===== config.mk =====
export PLATFORM = sky130hd
export DESIGN_NAME = dde_engine
export DESIGN_NICKNAME = d
export VERILOG_FILES = /design/src/rtl/dde_pkg.sv /design/src/rtl/dde_addr_gen.sv /design/src/rtl/dde_rearb.sv /design/src/rtl/dde_wb_fmt.sv /design/src/rtl/dde_engine.sv
export SDC_FILE = /design/constraint.sdc
export NUM_CORES = 1
export LEC_CHECK = 0
export BUFFER_PORTS_ARGS = -buffer_cell sky130_fd_sc_hd__buf_2
export CORE_MARGIN = 1.5
export CORE_UTILIZATION = 40
export DETAILED_ROUTE_END_ITERATION = 7
export PLACE_DENSITY = 0.61
export SLEW_MARGIN = 15
export SYNTH_ARGS = -nofsm -noshare
export SYNTH_HDL_FRONTEND = slang
export SYNTH_SLANG_ARGS = --single-unit
export TNS_END_PERCENT = 1

===== constraint.sdc =====
create_clock -name clk -period 5.7 [get_ports clk]
set_input_delay 0.57 -clock clk [delete_from_list [all_inputs] [get_ports clk]]
set_output_delay 0.57 -clock clk [all_outputs]
set_load 0.05 [all_outputs]

===== src/rtl/dde_pkg.sv =====
package dde_pkg;

    localparam int CNT_W = 10;

    localparam logic [1:0] STEP_BYTE = 2'b00;
    localparam logic [1:0] STEP_HALF = 2'b01;
    localparam logic [1:0] STEP_WORD = 2'b10;
    localparam logic [1:0] STEP_HOLD = 2'b11;

    localparam logic [2:0] MODE_STOP     = 3'b000;
    localparam logic [2:0] MODE_BASIC    = 3'b001;
    localparam logic [2:0] MODE_AUTO     = 3'b010;
    localparam logic [2:0] MODE_PINGPONG = 3'b011;

    typedef struct packed {
        logic [1:0]       dst_step;
        logic [1:0]       dst_width;
        logic [1:0]       src_step;
        logic [1:0]       src_width;
        logic [2:0]       dst_prot;
        logic [2:0]       src_prot;
        logic [3:0]       rel_pow;
        logic [CNT_W-1:0] left_m1;
        logic             burst_hint;
        logic [2:0]       mode;
    } ctrl_word_t;

    typedef enum logic [2:0] {
        ST_IDLE,
        ST_ARB,
        ST_FETCH,
        ST_READ,
        ST_WRITE
    } eng_state_e;

    function automatic logic mode_moves(input logic [2:0] m);
        return (m == MODE_BASIC) || (m == MODE_AUTO) || (m == MODE_PINGPONG);
    endfunction

endpackage


===== src/rtl/dde_addr_gen.sv =====
module dde_addr_gen
    import dde_pkg::*;
#(
    parameter int ADDR_W = 32
) (
    input  logic [ADDR_W-1:0] end_ptr,
    input  logic [1:0]        step,
    input  logic [CNT_W-1:0]  left_m1,
    output logic [ADDR_W-1:0] addr
);
    localparam int OFF_W = CNT_W + 2;

    logic [OFF_W-1:0] off;

    always_comb begin
        case (step)
            STEP_BYTE: off = {2'b00, left_m1};
            STEP_HALF: off = {1'b0, left_m1, 1'b0};
            STEP_WORD: off = {left_m1, 2'b00};
            default:   off = '0;
        endcase
    end

    assign addr = end_ptr - ADDR_W'(off);

endmodule


===== src/rtl/dde_rearb.sv =====
module dde_rearb
    import dde_pkg::*;
#(
    parameter int CAP_POW = 10
) (
    input  logic [3:0]     rel_pow,
    output logic [CNT_W:0] limit
);
    localparam int LIM_W = CNT_W + 1;

    always_comb begin
        if (rel_pow > 4'(CAP_POW))
            limit = LIM_W'(1) << CAP_POW;
        else
            limit = LIM_W'(1) << rel_pow;
    end

endmodule


===== src/rtl/dde_wb_fmt.sv =====
module dde_wb_fmt
    import dde_pkg::*;
(
    input  ctrl_word_t cur,
    input  logic       last,
    output ctrl_word_t nxt
);
    always_comb begin
        nxt = cur;
        if (last) begin
            nxt.left_m1 = '0;
            nxt.mode    = MODE_STOP;
        end else begin
            nxt.left_m1 = cur.left_m1 - CNT_W'(1);
        end
    end

endmodule


===== src/rtl/dde_engine.sv =====
module dde_engine
    import dde_pkg::*;
#(
    parameter int ADDR_W   = 32,
    parameter int DATA_W   = 32,
    parameter int RPOW_CAP = 10
) (
    input  logic              clk,
    input  logic              rst,
    input  logic              chan_en,
    input  logic              req,
    input  logic              grant,
    output logic              arb_req,
    output logic              desc_rd,
    output logic              desc_alt,
    input  logic              desc_vld,
    input  logic [ADDR_W-1:0] desc_src_end,
    input  logic [ADDR_W-1:0] desc_dst_end,
    input  logic [31:0]       desc_ctrl,
    output logic              mem_req,
    output logic              mem_we,
    output logic [ADDR_W-1:0] mem_addr,
    output logic [1:0]        mem_size,
    output logic [DATA_W-1:0] mem_wdata,
    input  logic [DATA_W-1:0] mem_rdata,
    input  logic              mem_rsp,
    output logic              wb_valid,
    output logic              wb_alt,
    output logic [31:0]       wb_ctrl,
    output logic              done
);
    localparam int LIM_W  = CNT_W + 1;
    localparam int N_SIDE = 2;

    eng_state_e        state_q;
    logic              alt_q;
    logic              pend_q;
    logic [ADDR_W-1:0] src_end_q;
    logic [ADDR_W-1:0] dst_end_q;
    ctrl_word_t        ctrl_q;
    logic [LIM_W-1:0]  beat_q;
    logic [DATA_W-1:0] data_q;
    logic              wb_valid_q;
    logic              wb_alt_q;
    ctrl_word_t        wb_q;
    logic              done_q;

    // address generation, one per side (0 source, 1 destination)
    logic [ADDR_W-1:0] side_end  [N_SIDE];
    logic [1:0]        side_step [N_SIDE];
    logic [ADDR_W-1:0] side_addr [N_SIDE];

    assign side_end[0]  = src_end_q;
    assign side_end[1]  = dst_end_q;
    assign side_step[0] = ctrl_q.src_step;
    assign side_step[1] = ctrl_q.dst_step;

    for (genvar g = 0; g < N_SIDE; g++) begin : g_side
        dde_addr_gen #(.ADDR_W(ADDR_W)) u_addr (
            .end_ptr (side_end[g]),
            .step    (side_step[g]),
            .left_m1 (ctrl_q.left_m1),
            .addr    (side_addr[g])
        );
    end

    logic [LIM_W-1:0] rel_limit;

    dde_rearb #(.CAP_POW(RPOW_CAP)) u_rearb (
        .rel_pow (ctrl_q.rel_pow),
        .limit   (rel_limit)
    );

    logic       last_item;
    ctrl_word_t ctrl_next;

    assign last_item = (ctrl_q.left_m1 == '0);

    dde_wb_fmt u_wb_fmt (
        .cur  (ctrl_q),
        .last (last_item),
        .nxt  (ctrl_next)
    );

    logic [LIM_W-1:0] beat_next;
    logic             release_now;

    assign beat_next   = beat_q + LIM_W'(1);
    assign release_now = (beat_next == rel_limit);

    always_ff @(posedge clk) begin
        if (rst) begin
            state_q    <= ST_IDLE;
            alt_q      <= 1'b0;
            pend_q     <= 1'b0;
            src_end_q  <= '0;
            dst_end_q  <= '0;
            ctrl_q     <= '0;
            beat_q     <= '0;
            data_q     <= '0;
            wb_valid_q <= 1'b0;
            wb_alt_q   <= 1'b0;
            wb_q       <= '0;
            done_q     <= 1'b0;
        end else begin
            wb_valid_q <= 1'b0;
            done_q     <= 1'b0;
            case (state_q)
                ST_IDLE: begin
                    if (!chan_en)
                        pend_q <= 1'b0;
                    else if (req || pend_q)
                        state_q <= ST_ARB;
                end
                ST_ARB: begin
                    if (grant)
                        state_q <= ST_FETCH;
                end
                ST_FETCH: begin
                    if (desc_vld) begin
                        src_end_q <= desc_src_end;
                        dst_end_q <= desc_dst_end;
                        ctrl_q    <= ctrl_word_t'(desc_ctrl);
                        beat_q    <= '0;
                        if (mode_moves(desc_ctrl[2:0])) begin
                            state_q <= ST_READ;
                        end else begin
                            state_q <= ST_IDLE;
                            pend_q  <= 1'b0;
                        end
                    end
                end
                ST_READ: begin
                    if (mem_rsp) begin
                        data_q  <= mem_rdata;
                        state_q <= ST_WRITE;
                    end
                end
                ST_WRITE: begin
                    if (mem_rsp) begin
                        wb_valid_q <= 1'b1;
                        wb_alt_q   <= alt_q;
                        wb_q       <= ctrl_next;
                        ctrl_q     <= ctrl_next;
                        if (last_item) begin
                            done_q  <= 1'b1;
                            pend_q  <= 1'b0;
                            state_q <= ST_IDLE;
                            if (ctrl_q.mode == MODE_PINGPONG)
                                alt_q <= ~alt_q;
                        end else begin
                            beat_q <= beat_next;
                            if (release_now) begin
                                state_q <= ST_IDLE;
                                pend_q  <= (ctrl_q.mode == MODE_AUTO);
                            end else begin
                                state_q <= ST_READ;
                            end
                        end
                    end
                end
                default: state_q <= ST_IDLE;
            endcase
        end
    end

    assign arb_req   = (state_q == ST_ARB);
    assign desc_rd   = (state_q == ST_FETCH);
    assign desc_alt  = alt_q;
    assign mem_req   = (state_q == ST_READ) || (state_q == ST_WRITE);
    assign mem_we    = (state_q == ST_WRITE);
    assign mem_addr  = mem_we ? side_addr[1] : side_addr[0];
    assign mem_size  = mem_we ? ctrl_q.dst_width : ctrl_q.src_width;
    assign mem_wdata = data_q;
    assign wb_valid  = wb_valid_q;
    assign wb_alt    = wb_alt_q;
    assign wb_ctrl   = wb_q;
    assign done      = done_q;

    AST_DONE_PULSE: assert property (@(posedge clk) disable iff (rst)
        done |=> !done);

    AST_DONE_STOPS_DESC: assert property (@(posedge clk) disable iff (rst)
        done |-> (wb_valid && (wb_ctrl[2:0] == MODE_STOP) && (wb_ctrl[13:4] == '0)));

    AST_REQ_HELD: assert property (@(posedge clk) disable iff (rst)
        (mem_req && !mem_rsp) |=> (mem_req && $stable(mem_addr) && $stable(mem_we)));

    AST_WR_AFTER_RD: assert property (@(posedge clk) disable iff (rst)
        $rose(mem_we) |-> ($past(mem_rsp) && $past(mem_req) && !$past(mem_we)));

    AST_NO_ARB_OFF: assert property (@(posedge clk) disable iff (rst)
        (!chan_en && !arb_req) |=> !arb_req);

    AST_STOP_NO_BEAT: assert property (@(posedge clk) disable iff (rst)
        (desc_rd && desc_vld && !mode_moves(desc_ctrl[2:0])) |=> !mem_req);

endmodule


==> results.toml <==
[timing]
max_clock_freq_mhz = 200
finClkSkew_ns = 0.00853
tightest_slew_ns = 0.957
post-route-min-period_ns = 4.99
fin_setup_tns_ns = 0
setup_violations = 0
period_share_pct = 87.6
final_hold_viol_count = 0
maxSlewHeadroom_pct = 36.2
slew_viol_final = 0
rsz0062_at_grt = "no"

[yosys]
syn-num-nets = 1497
synth_compound_area_share_pct = 20.1
synth_mux_area_share_pct = 2.77
synthesis.area_um2 = 9860
async_reset_ff_share_pct = 0
ys_types = 65
synth_edf_count = 0
yosysTopAreaCellShare_pct = 36.3
yosysSeqAreaShare_pct = 36.3
synth_fa_ha_area_share_pct = 3.70
synth.ff_latch_count = 179
synth_warnings = 0
synthSimpleGateAreaFrac_pct = 26.9
syn_avg_cell_area_um2 = 7.39
synthTopCellsByArea = "dfxtp_1, nand2_1, a21oi_1"
synth_cells = 1334
yosysTopAreaCell = "dfxtp_1"
synth_xor_area_share_pct = 5.86
synth_ff_type = "dfxtp_1"
synth_top_family_by_area = "simple AND/OR/NAND/NOR gates"

[worst_hold_path]
min_path_type = "primary input to flip-flop"
min_path_cells = 3

[route]
viasPerCell = 5.21
vias = 9608
routed_wl_um = 28800
firstDrtPassIters = 5
drt_iter0_drc = 695
wire_per_inst_um = 15.6
antenna_left = 0
drc = 0

[global_route]
grt_max_degree = 112
grt-ovfl-total = 0
grt_pass1_wl_um = 46600
grt_pass1_vias = 8964
antenna_found_initial = 3
grt_use_total_pct = 22.3

[clock_network]
h-tree-depth = 4
cts_repair_resize_count = 0
clkTransAtPathRegs_ns = 0.08
hold_buffers = 0
root_buffer = "clkbuf_16"
cts_tree = "done"
clk_latency_ns = 0.42
clockBufferDepth = 2
cts.sinks = 179
numCtsBuffers = 17
post_cts_buffers = 0

[floorplanning]
die_w_um = 160
die_h_um = 160
io_pins = 241
start_util_pct = 40.7
rows = 57
coreArea_um2 = 24200
dieArea_um2 = 25600

[place]
portBuffers = 240
place_congestion = 0.858
post-dp-hpwl_um = 20200

[cells_and_area]
multi_input_area_um2 = 5860
seqCellArea_um2 = 3580
n_fill_cell = 2519
final_nets = 1668
drive_gt1_share_pct = 19.9
areaGrowthSynthToFinish_pct = 19.4

[worst_setup_path]
endpoint_kind = "output port"
worstPathMaxFanout = 22
cp.required_ns = 5.13
crit_arrival_ns = 4.42
r2r_cells = 6
worstSetupPathType = "flip-flop to output port"
startpoint_type = "flip-flop"

[job]
cap_violations = 0

[pwr]
p_per_area_nw_per_um2 = 295
peakVddDrop_mv = 0.277
p_leak_uw = 0.00495
p_total_uw = 3470

[run_status]
status = "complete, no violations"
registers in the layout, indices dropped and copies added, names as in the netlist:
signal / cells
done: 1
ctrl_q: 32
wb_valid: 1
beat_q: 11
mem_wdata: 32
dst_end_q: 32
src_end_q: 32
state_q: 3
wb_ctrl: 32
desc_alt: 1
wb_alt: 1
pend_q: 1
through the flow:
| step | instances | utilization, % | worst slack (ns) | hold WS, ns | cell area, um2 |
|---|---|---|---|---|---|
| after floorplan | 1334 | - | 1.28 | 0.432 | 9860 |
| after global placement | 1810 | 46.1 | 1.29 | 0.437 | 11200 |
| after global routing | 1842 | 48.6 | 0.280 | 0.364 | 11800 |
| after detailed placement | 1810 | 46.1 | 1.19 | 0.443 | 11200 |
| after CTS | 1842 | 48.6 | 0.724 | 0.356 | 11800 |
| final | 1844 | 48.6 | 0.708 | 0.375 | 11800 |
Yosys cell counts (20+ instances only):
| cell type | n |
|---|---|
| xnor2_1 | 40 |
| nor3_1 | 26 |
| nor2_1 | 86 |
| o21ai_0 | 28 |
| nand2_1 | 326 |
| nand3_1 | 33 |
| a21oi_1 | 214 |
| dfxtp_1 | 179 |
| a211oi_1 | 20 |
| ha_1 | 26 |
| mux2i_1 | 25 |
| xor2_1 | 26 |
| clkbuf_1 | 86 |
| nor2b_1 | 32 |
routing by layer:
| layer | vias up | routed length [um] | track usage [%] | share of wire [%] |
|---|---|---|---|---|
| li1 | 4919 | - | - | - |
| met5 | - | 14 | 0 | 0.049 |
| met1 | 4420 | 13700 | 30.3 | 47 |
| met4 | 2 | 328 | 4.80 | 1.1 |
| met2 | 239 | 13500 | 36.7 | 47 |
| met3 | 28 | 1360 | 4.23 | 4.7 |
path summary, 6_finish.rpt:
check,from,end,slack [ns]
worst min-delay path,desc_dst_end[21],dst_end_q[21]$_SDFFE_PP0P_,0.37
worst min register to register,wb_ctrl[3]$_SDFFE_PP0P_,wb_ctrl[3]$_SDFFE_PP0P_,0.45
worst max register to register,state_q[1]$_SDFFE_PP0P_,ctrl_q[5]$_SDFFE_PP0P_,2.36
worst max-delay path,ctrl_q[31]$_SDFFE_PP0P_,mem_addr[28],0.71
placed cells by master, fill, tap and decap left out, drive strengths merged, types with 3 or more instances in the layout:
master   netlist  routed
a21o          12      12
o21ai         33      33
o211ai         5       5
nor2b         32      32
xnor2         40      40
or2            4       4
nor3b          5       5
a211o          5       5
nor2          86      86
a211oi        20      20
nor4           9       9
nor3          27      27
nor4b          4       4
dfxtp        179     179
nand2b        13      13
a311oi         3       3
or3            9       9
clkbuf        86      19
nand3b         8       8
ha            26      26
a21oi        214     214
a2111oi        7       7
nand3         33      33
and2           3       3
mux2i         25      25
inv           15      24
buf           11     249
nand4          5       5
xor2          26      26
and3           8       8
nand2        326     326
o31ai          7       7
a31oi          5       5
or4            6       6
o21a           7       7
a22oi          7       7
critical path, stage by stage, from the launching register on:
cell,delay (ns)
dfxtp_1,0.73
nor2b_1,0.13
a211o_1,0.28
nand2_1,0.06
ha_1,0.26
nor2b_1,0.14
o21a_1,0.18
o21ai_0,0.30
a2111oi_0,0.19
buf_4,0.18
nor3_1,0.62
nand3b_1,0.18
xor2_1,0.19
o211ai_1,0.24
buf_2,0.31
layout make-up:
type	count	area share, %
Inverter	15	0.478
Multi-Input combinational cell	1043	49.8
Tap cell	324	3.44
Antenna cell	2	0.0425
Clock buffer	19	3.84
Timing Repair Buffer	249	10.8
Clock inverter	13	1.18
Sequential cell	179	30.4
where the power goes:
group | switching, uW | internal, uW | total [uW] | leakage, uW
Clock | 552 | 645 | 1200 | 0.000289
Combinational | 661 | 326 | 987 | 0.00321
Sequential | 22.3 | 1260 | 1290 | 0.00144
cells by family after synthesis:
group / Yosys count
AOI/OAI and AO/OA: 337
xor gates and xnor gates: 66
adders and majority gates: 28
buffers and inverters: 112
DFF: 179
muxes: 26
and+or+nand+nor: 586
Power figures use the tool's default switching activity.
